$ cat config.mk
export PLATFORM = sky130hd
export DESIGN_NAME = i2s_master_tx
export DESIGN_NICKNAME = d
export VERILOG_FILES = /design/src/rtl/i2s_tx_pkg.sv /design/src/rtl/i2s_tx_bclk_div.sv /design/src/rtl/i2s_tx_frame_seq.sv /design/src/rtl/i2s_master_tx.sv
export SDC_FILE = /design/constraint.sdc
export NUM_CORES = 1
export LEC_CHECK = 0
export BUFFER_PORTS_ARGS = -buffer_cell sky130_fd_sc_hd__buf_4
export CAP_MARGIN = 20
export CORE_MARGIN = 2
export CORE_UTILIZATION = 58
export CTS_CLUSTER_SIZE = 20
export DETAILED_ROUTE_END_ITERATION = 6
export PLACE_DENSITY = 0.9
export SLEW_MARGIN = 10
export SYNTH_ARGS = -nofsm -noshare
export SYNTH_HDL_FRONTEND = slang
export SYNTH_SLANG_ARGS = --single-unit
$ cat constraint.sdc
create_clock -name clk -period 4 [get_ports clk]
set_input_delay 0.6 -clock clk [delete_from_list [all_inputs] [get_ports clk]]
set_output_delay 0.6 -clock clk [all_outputs]
set_load 0.005 [all_outputs]
$ cat src/rtl/i2s_tx_pkg.sv
package i2s_tx_pkg;
    parameter int WORD_W  = 32;
    parameter int RATIO_W = 8;
    parameter int RES_W   = 6;

    localparam int HALF_W  = RATIO_W + 1;
    localparam int POS_W   = RES_W + 1;
    localparam int MIN_RES = 2;

    typedef struct packed {
        logic [WORD_W-1:0] left;
        logic [WORD_W-1:0] right;
    } pair_t;

    typedef enum logic {ST_IDLE, ST_RUN} tx_state_t;

    // Out-of-range resolution codes fall back to the full word.
    function automatic logic [RES_W-1:0] eff_res(input logic [RES_W-1:0] r);
        if (r < RES_W'(MIN_RES) || r > RES_W'(WORD_W))
            return RES_W'(WORD_W);
        return r;
    endfunction

    // Word select for a bit position: it leads the slot by one bit clock.
    function automatic logic ws_at(input logic [POS_W-1:0] p, input logic [RES_W-1:0] r);
        logic [POS_W-1:0] last;
        logic [POS_W-1:0] nxt;
        last = {r, 1'b0} - 1'b1;
        nxt  = (p == last) ? '0 : p + 1'b1;
        return nxt >= {1'b0, r};
    endfunction

    // Serial bit for a position in the frame, MSB of the low r bits first.
    function automatic logic bit_at(input pair_t w, input logic [POS_W-1:0] p,
                                    input logic [RES_W-1:0] r);
        logic [POS_W-1:0] idx;
        if (p < {1'b0, r}) begin
            idx = {1'b0, r} - 1'b1 - p;
            return 1'(w.left >> idx);
        end
        idx = {r, 1'b0} - 1'b1 - p;
        return 1'(w.right >> idx);
    endfunction
endpackage

$ cat src/rtl/i2s_tx_bclk_div.sv
module i2s_tx_bclk_div
    import i2s_tx_pkg::*;
#(
    parameter int HW = HALF_W
) (
    input  logic          clk,
    input  logic          rst,
    input  logic          run,
    input  logic [HW-1:0] half_len,
    output logic          bclk,
    output logic          fall_evt
);
    logic [HW-1:0] cnt;
    logic          term;

    assign term     = (cnt == half_len - 1'b1);
    assign fall_evt = run && term && bclk;

    always_ff @(posedge clk) begin
        if (rst || !run) begin
            cnt  <= '0;
            bclk <= 1'b0;
        end else if (term) begin
            cnt  <= '0;
            bclk <= ~bclk;
        end else begin
            cnt  <= cnt + 1'b1;
        end
    end

    // the phase counter never passes the programmed half period
    a_r2_cnt_bound: assert property (@(posedge clk) disable iff (rst)
        run |-> cnt < half_len);
endmodule

$ cat src/rtl/i2s_tx_frame_seq.sv
module i2s_tx_frame_seq
    import i2s_tx_pkg::*;
#(
    parameter int RW  = RATIO_W,
    parameter int SW  = RES_W,
    parameter int HW  = HALF_W,
    parameter int PW  = POS_W
) (
    input  logic          clk,
    input  logic          rst,
    input  logic          enable,
    input  logic [RW-1:0] ratio,
    input  logic [SW-1:0] resolution,
    input  pair_t         pair_in,
    input  logic          fifo_valid,
    input  logic          fall_evt,
    output logic          run,
    output logic [HW-1:0] half_len,
    output logic          ws,
    output logic          sd,
    output logic          pop
);
    tx_state_t     state;
    logic [PW-1:0] pos;
    logic [SW-1:0] res_q;
    pair_t         frame_q;

    logic [PW-1:0] last_pos;
    logic [PW-1:0] next_pos;
    logic [SW-1:0] res_new;
    logic [HW-1:0] half_new;
    pair_t         load_pair;

    assign run       = (state == ST_RUN);
    assign last_pos  = {res_q, 1'b0} - 1'b1;
    assign next_pos  = pos + 1'b1;
    assign res_new   = eff_res(resolution);
    assign half_new  = HW'(ratio) + HW'(2);
    assign load_pair = fifo_valid ? pair_in : '0;

    always_ff @(posedge clk) begin
        if (rst) begin
            state    <= ST_IDLE;
            pos      <= '0;
            res_q    <= SW'(WORD_W);
            half_len <= HW'(2);
            frame_q  <= '0;
            ws       <= 1'b0;
            sd       <= 1'b0;
            pop      <= 1'b0;
        end else begin
            pop <= 1'b0;
            case (state)
                ST_IDLE: begin
                    if (enable) begin
                        // silent lead-in frame, left slot first
                        state    <= ST_RUN;
                        pos      <= '0;
                        res_q    <= res_new;
                        half_len <= half_new;
                        frame_q  <= '0;
                        ws       <= ws_at('0, res_new);
                        sd       <= 1'b0;
                    end
                end
                ST_RUN: begin
                    if (fall_evt) begin
                        if (pos == last_pos) begin
                            if (!enable) begin
                                state   <= ST_IDLE;
                                pos     <= '0;
                                frame_q <= '0;
                                ws      <= 1'b0;
                                sd      <= 1'b0;
                            end else begin
                                pos      <= '0;
                                res_q    <= res_new;
                                half_len <= half_new;
                                frame_q  <= load_pair;
                                pop      <= fifo_valid;
                                ws       <= ws_at('0, res_new);
                                sd       <= bit_at(load_pair, '0, res_new);
                            end
                        end else begin
                            pos <= next_pos;
                            ws  <= ws_at(next_pos, res_q);
                            sd  <= bit_at(frame_q, next_pos, res_q);
                        end
                    end
                end
                default: state <= ST_IDLE;
            endcase
        end
    end

    // a pop is a single-cycle strobe
    a_r6_pop_single: assert property (@(posedge clk) disable iff (rst)
        pop |=> !pop);
    // a pop only follows a cycle where the FIFO offered data
    a_r6_pop_valid: assert property (@(posedge clk) disable iff (rst)
        pop |-> $past(fifo_valid));
    // bit position stays inside a 2*N frame
    a_r3_pos_bound: assert property (@(posedge clk) disable iff (rst)
        run |-> pos < {res_q, 1'b0});
endmodule

$ cat src/rtl/i2s_master_tx.sv
module i2s_master_tx
    import i2s_tx_pkg::*;
(
    input  logic               clk,
    input  logic               rst,
    input  logic               enable,
    input  logic [RATIO_W-1:0] ratio,
    input  logic [RES_W-1:0]   resolution,
    input  logic [WORD_W-1:0]  fifo_left,
    input  logic [WORD_W-1:0]  fifo_right,
    input  logic               fifo_valid,
    output logic               fifo_pop,
    output logic               bclk,
    output logic               ws,
    output logic               sd
);
    logic              run;
    logic              fall_evt;
    logic [HALF_W-1:0] half_len;
    pair_t             head;

    assign head = '{left: fifo_left, right: fifo_right};

    i2s_tx_frame_seq u_seq (
        .clk        (clk),
        .rst        (rst),
        .enable     (enable),
        .ratio      (ratio),
        .resolution (resolution),
        .pair_in    (head),
        .fifo_valid (fifo_valid),
        .fall_evt   (fall_evt),
        .run        (run),
        .half_len   (half_len),
        .ws         (ws),
        .sd         (sd),
        .pop        (fifo_pop)
    );

    i2s_tx_bclk_div u_div (
        .clk      (clk),
        .rst      (rst),
        .run      (run),
        .half_len (half_len),
        .bclk     (bclk),
        .fall_evt (fall_evt)
    );

    // data moves only while the bit clock is low
    a_r4_sd_on_fall: assert property (@(posedge clk) disable iff (rst)
        !$stable(sd) |-> !bclk);
    // word select moves only while the bit clock is low
    a_r3_ws_on_fall: assert property (@(posedge clk) disable iff (rst)
        !$stable(ws) |-> !bclk);
    // leaving the running state leaves every serial line low
    a_r7_stop_low: assert property (@(posedge clk) disable iff (rst)
        $fell(run) |-> (!bclk && !sd && !ws));
endmodule

==> flow_summary.yaml, run 1 <==
setup_path:
  endpoint_kind: "register"
  worstSetupPathType: "register to register"
  required_ps: 4290
  critPathArrivalTime_ps: 3830
  crit_path_start_kind: "register"
  worstPathMaxFanout: 7
global_route:
  antenna_found_initial: 1
  gr-total-overflow: 0
  grt_util_all_layers_pct: 26.0
  grt_pass1_wl_mm: 23.0
  grt_max_degree: 66
  grt_pass1_vias: 4766
floorplan:
  initial_core_util_pct: 59.5
  die_h_um: 104
  core_area_um2: 9770
  fp.dieW_um: 104
  core.rowCount: 36
  io_pins: 86
  dieArea_um2: 10900
power:
  p_per_area_nw_per_um2: 304
  peakVddDrop_v: 0.000212
  power.leakage_uw: 0.00283
layout:
  diodes: 0
  nNetsFinal: 778
  syn2layout_area_growth_pct: 17.0
  final_layout_size_suffix_gt1_share_pct: 21.9
  fill_cells: 713
clock_tree:
  cts-resized-gates: 0
  clockBufferDepth: 2
  cts_setup_buffers: 0
  cts_hold_buffers: 0
  clock_sinks: 100
  clk_latency_ps: 400
  cts-root-buf: "clkbuf_8"
  cts.clk_slew.worst_paths_ps: 110
  cts_tree: "done"
  cts_htree_levels: 3
  cts_buffers: 9
sta:
  setup_violations: 0
  fmax_ghz: 0.282
  rsz0062_at_grt: "no"
  fin_skew_ps: 8.56
  final_hold_viol_count: 0
  drv_slew: 0
  finalCriticalPeriod_ps: 3540
  max_slew_margin_pct: 47.4
  period_share_pct: 88.6
  setup_tns_ps: 0
  worst_pin_slew_ps: 786
  finalWorstSetupSlack_ps: 457
routing:
  first_iter_violations: 282
  drc: 0
  routed_wl_mm: 14.1
  first_pass_iters: 5
  viasPerCell: 6.18
  wl_per_cell_um: 17.5
  drtAntennaViolNets: 0
  vias: 4968
job:
  maxCapViolCount: 0
outcome:
  status: "completed"
synth:
  synth_ff_type: "dfxtp_1"
  yosysUniqueCellTypes: 60
  syn_area_um2: 5820
  synth_edf_count: 0
  netlist.area_leader.share_pct: 34.4
  synth_area_per_cell_um2: 9.88
  synth_area_leader_cell: "dfxtp_1"
  yosysWarnings: 0
  synthCells: 589
  synth.most_common_cell: "dfxtp_1"
  synth_seq_area_share_pct: 34.4
  async_reset_ff_share_pct: 0
  synth_nets: 701
  synth_seq_cells: 100
  synthTopCellsByCount: "100 x dfxtp_1, 64 x a22o_1, 39 x mux2i_1, 37 x nor2_1"
  synth.area.top_cells: "dfxtp_1 34%, a22o_1 9.6%, mux2i_1 6.7%, mux4_2 6.6%, ha_1 6.2%"
placed_design:
  place.gp.congestion: 0.899
  pre_cts_ws_ps: 479
  post-dp-hpwl_mm: 10.7
  portBuffers: 85
worst_hold_path:
  hold_path.class: "primary input to register"
-- cells in the final DEF, fill, tap and decap left out, types with 6 or more instances in the layout --
cell	n
dfxtp_1	100
buf_4	95
a22o_1	64
mux2i_1	39
nor2_1	37
xnor2_1	29
ha_1	29
inv_1	26
xor2_1	22
o21ai_0	21
nand2_1	19
a21oi_1	17
mux4_2	17
nand3_1	16
and2_1	10
nor3_1	9
clkbuf_8	9
and3_1	8
a211oi_1	8
nor2b_1	8
o221ai_1	6
-- through the flow --
step	instance area [µm²]	utilization (%)	hold WS (ps)	cells	power, µW
global placement	6600	67.6	450	788	1380
global route	6810	69.7	407	804	2130
finish	6810	69.7	403	804	2070
detailed placement	6600	67.6	449	788	1390
CTS	6810	69.7	400	804	2060
floorplan	5820	-	443	589	1260
-- report_power, final --
group / switching (µW) / leakage [µW] / internal [µW]
sequential: 18.0 / 0.000808 / 1010
combinational: 182 / 0.00193 / 165
clock: 399 / 0.0000959 / 300
-- flip-flops by register name, summed over array words and instances (netlist names) --
signal and cells:
u_seq.run 1, u_seq.frame_q 64, u_seq.pop 1, u_seq.res_q 6, u_seq.half_len 9, u_div.bclk 1, u_seq.ws 1, u_seq.sd 1
u_seq.pos 7, u_div.cnt 9
-- path summary, 6_finish.rpt --
| check | start | end | slack (ps) | cells past startpoint |
|---|---|---|---|---|
| max | u_seq.pos[2] | u_seq.ws | 460 | 14 |
| min | fifo_right[5] | u_seq.frame_q[5] | 400 | 2 |
| max reg2reg | u_seq.pos[2] | u_seq.ws | 460 | 14 |
| min reg2reg | u_seq.ws | u_seq.ws | 470 | 2 |
-- cell type report --
class	instances	area, µm²	share of cell area [%]
multi-input cells	433	3600	52.9
flip-flops and latches	100	2000	29.4
repair buffers	96	733	10.8
well taps	133	166	2.44
clock buffers	9	124	1.82
inverters	26	97.6	1.43
clock inverters	7	83.8	1.23
-- critical path: stages, from the launching register on --
cell	delay, ps
dfxtp_1	490
nand3_1	180
xor2_1	530
ha_1	390
nand4_1	140
nor4_2	60
buf_4	170
nor3b_1	230
ha_1	270
a21o_1	150
a21o_1	170
a21oi_1	130
o22ai_1	80
o311ai_0	320
a21oi_1	110
-- per-layer routing --
metal  part of all wire [%]  track usage (%)  wire [µm]  up-vias
li1                       -                -          -     2346
met2                     49             44.2       6910      188
met1                     42             33.4       5950     2407
met4                    1.8             7.53        249        2
met3                    6.6             5.58        934       25
met5                   0.11                0         15        -
-- cell families after synthesis --
group	share of synthesized area (%)
adder cells (fa/ha/maj)	6.58
buffers and inverters	4.04
XOR/XNOR	9.22
flip-flops	34.4
multiplexers	13.5
AND/OR/NAND/NOR	13.4
AO/OA/AOI/OAI	18.9
No activity file was read; power rests on OpenSTA's default activity.
==> run 2, diff against run 1 <==
Settings changed: CORE_UTILIZATION 58 to 33, PLACE_DENSITY 0.9 to 0.6, SYNTH_HIERARCHICAL set to 1.
==> run 2 against run 1 <==
  * Worst setup slack lost 260 ps
  * Global-route usage shrank 8.3 points
  * Clock power grew 38%
  * Routed wire length grew 26%
  * Sequential power is essentially flat
  * Critical path depth shrank 4
  * Synthesized cell count grew 28%
  * Flip-flop and latch count is the same
  * Final area grew 13%
  * Clock skew is essentially flat
==> flow_summary.yaml, run 2 <==
outcome:
  status: "completed"
sta:
  fin_skew_ps: 8.53
  max_slew_margin_pct: 47.9
  fmax_ghz: 0.263
  setup_tns_ps: 0
  finalWorstSetupSlack_ps: 198
  rsz0062_at_grt: "no"
  final_hold_viol_count: 0
  setup_violations: 0
  finalCriticalPeriod_ps: 3800
  period_share_pct: 95.0
  worst_pin_slew_ps: 781
  drv_slew: 0
clock_tree:
  cts_hold_buffers: 0
  clockBufferDepth: 2
  cts_htree_levels: 3
  cts_tree: "done"
  cts.clk_slew.worst_paths_ps: 70
  cts-root-buf: "clkbuf_16"
  cts-resized-gates: 0
  cts_setup_buffers: 0
  clock_sinks: 100
  cts_buffers: 9
  clk_latency_ps: 360
layout:
  reg_top3: "u_seq/frame_q: 64 flops, u_div/cnt: 9 flops, u_seq/half_len: 9 flops"
  ff_latch_area_um2: 2000
  largest_reg_flops: 64
  multi_input_area_um2: 4160
  regMostFlops: "u_seq/frame_q"
  syn2layout_area_growth_pct: 19.2
  final_layout_size_suffix_gt1_share_pct: 18.6
  layout_common_cells: "100 x dfxtp_1, 97 x buf_4, 91 x a21oi_1, 90 x nand2_1, 84 x nand3_1"
  fill_cells: 1997
  layout_commonest_cell: "dfxtp_1"
  nNetsFinal: 930
  diodes: 0
  final_cells: 1087
placed_design:
  post-dp-hpwl_mm: 13.0
  pre_cts_ws_ps: 231
  place.gp.congestion: 0.890
  dp_cells: 1071
  portBuffers: 85
power:
  p_seq_share_pct: 42.6
  power.leakage_uw: 0.00286
  switching_share_pct: 26.9
  p_per_area_nw_per_um2: 316
  peakVddDrop_v: 0.000207
  p_int_uw: 1770
  power.share.combinational_pct: 17.7
  clkPwrFrac_pct: 39.7
  p_switching_uw: 651
global_route:
  grt.busiest_layer: "met2"
  use_met1_pct: 24.7
  met2_usage_pct: 27.4
  grt_pass1_wl_mm: 29.0
  grt_pass1_vias: 5500
  grt_max_degree: 65
  use_met3_pct: 2.43
  antenna_found_initial: 0
  grt_util_all_layers_pct: 17.7
  gr-total-overflow: 0
routing:
  drtAntennaViolNets: 0
  routed_wl_mm: 17.7
  vias: 5695
  viasPerCell: 5.24
  first_iter_violations: 341
  first_pass_iters: 5
  wl_per_cell_um: 16.3
  drc: 0
setup_path:
  worstPathCellList: "ha_1, xor2_1, inv_1, ha_1, xnor2_2, mux4_1, mux2_2, mux4_2, nand4_1, a311oi_2"
  crit_path_start_kind: "register"
  crit_slowest_cell: "mux4_1"
  worstPathMaxFanout: 10
  worstSetupPathType: "register to register"
  slowest_delay_ps: 650
  required_ps: 4230
  endpoint_kind: "register"
  critPathArrivalTime_ps: 4030
  path_common_cell: "ha_1"
  critPathBufInv: 1
  path_delay_family: "multiplexers"
floorplan:
  core.rowCount: 51
  dieArea_um2: 20600
  io_pins: 86
  die_h_um: 144
  initial_core_util_pct: 33.4
  core_area_um2: 19300
  fp.dieW_um: 144
synth:
  synth.area.top_cells: "dfxtp_1 31%, a21oi_1 7.1%, nand3_1 6.5%, ha_1 5.8%, nand2_1 5.2%"
  synthCells: 751
  yosysWarnings: 6
  syn_area_um2: 6440
  synth.most_common_cell: "dfxtp_1"
  synth_nets: 864
  synth_seq_cells: 100
  synthTopCellsByCount: "100 x dfxtp_1, 91 x a21oi_1, 90 x nand2_1, 84 x nand3_1, 49 x nor2_1"
  synth_area_per_cell_um2: 8.57
  synth_ff_type: "dfxtp_1"
  async_reset_ff_share_pct: 0
  synth_seq_area_share_pct: 31.1
  synth_area_leader_cell: "dfxtp_1"
  netlist.area_leader.share_pct: 31.1
  yosysUniqueCellTypes: 71
  synth_edf_count: 0
worst_hold_path:
  hold_path.class: "register to register"
job:
  maxCapViolCount: 0
[run 2: cell count changes after synthesis, moves of 9 or more]
cell	before	now
nand2_1	19	90
nor2_1	37	49
o21ai_0	21	12
clkbuf_1	11	27
and2_1	10	1
mux2i_1	39	19
a22o_1	64	0
a21oi_1	19	91
nand3_1	16	84
[run 2: cell type report]
class	instances	share of cell area, %
clock buffers	11	3.16
clock inverters	5	1.11
inverters	22	1.08
multi-input cells	585	54.2
well taps	265	4.32
flip-flops and latches	100	26.1
repair buffers	99	10.0
[run 2: cells by family after synthesis]
kind of cell,synth area share [%]
compound gates,16.1
mux,11.1
flops,31.1
xor+xnor,8.32
simple gates,22.8
buf+inv,4.43
fa+ha+maj,6.14
[run 2: worst reg2reg max path: stages (launching register included)]
cell and delay, ps:
dfxtp_1 510, ha_1 250, xor2_1 320, inv_1 140
ha_1 370, xnor2_2 490, mux4_1 650, mux2_2 280
mux4_2 470, nand4_1 100, a311oi_2 90
[run 2: through the flow]
step	util [%]	hold slack [ps]	total power (µW)	instance area (µm²)
after global routing	39.8	469	2530	7670
final	39.8	448	2420	7670
after global placement	38.1	436	1480	7340
after detailed placement	38.1	441	1480	7340
after floorplan	-	427	1320	6440
after CTS	39.8	450	2440	7670
[run 2: power by group through the flow]
stage	clock, µW	combinational, µW	sequential, µW
finish	961	429	1030
global route	1020	470	1030
floorplan	0	276	1050
global placement	0	424	1050
CTS	986	427	1030
detailed placement	0	425	1050
[run 2: routing by layer]
metal	routed length, µm	part of all wire [%]	up-vias
met2	8020	45	141
met1	8470	48	2673
met3	711	4.0	28
met4	489	2.8	0
li1	-	-	2853
met5	0	0	-
[run 2: final timing paths]
path	from	to	slack [ps]	cells after the start
max	u_seq/pos[0]	u_seq/sd	200	10
min	u_seq/frame_q[15]	u_seq/frame_q[15]	450	2
max reg2reg	u_seq/pos[0]	u_seq/sd	200	10
min reg2reg	u_seq/frame_q[15]	u_seq/frame_q[15]	450	2
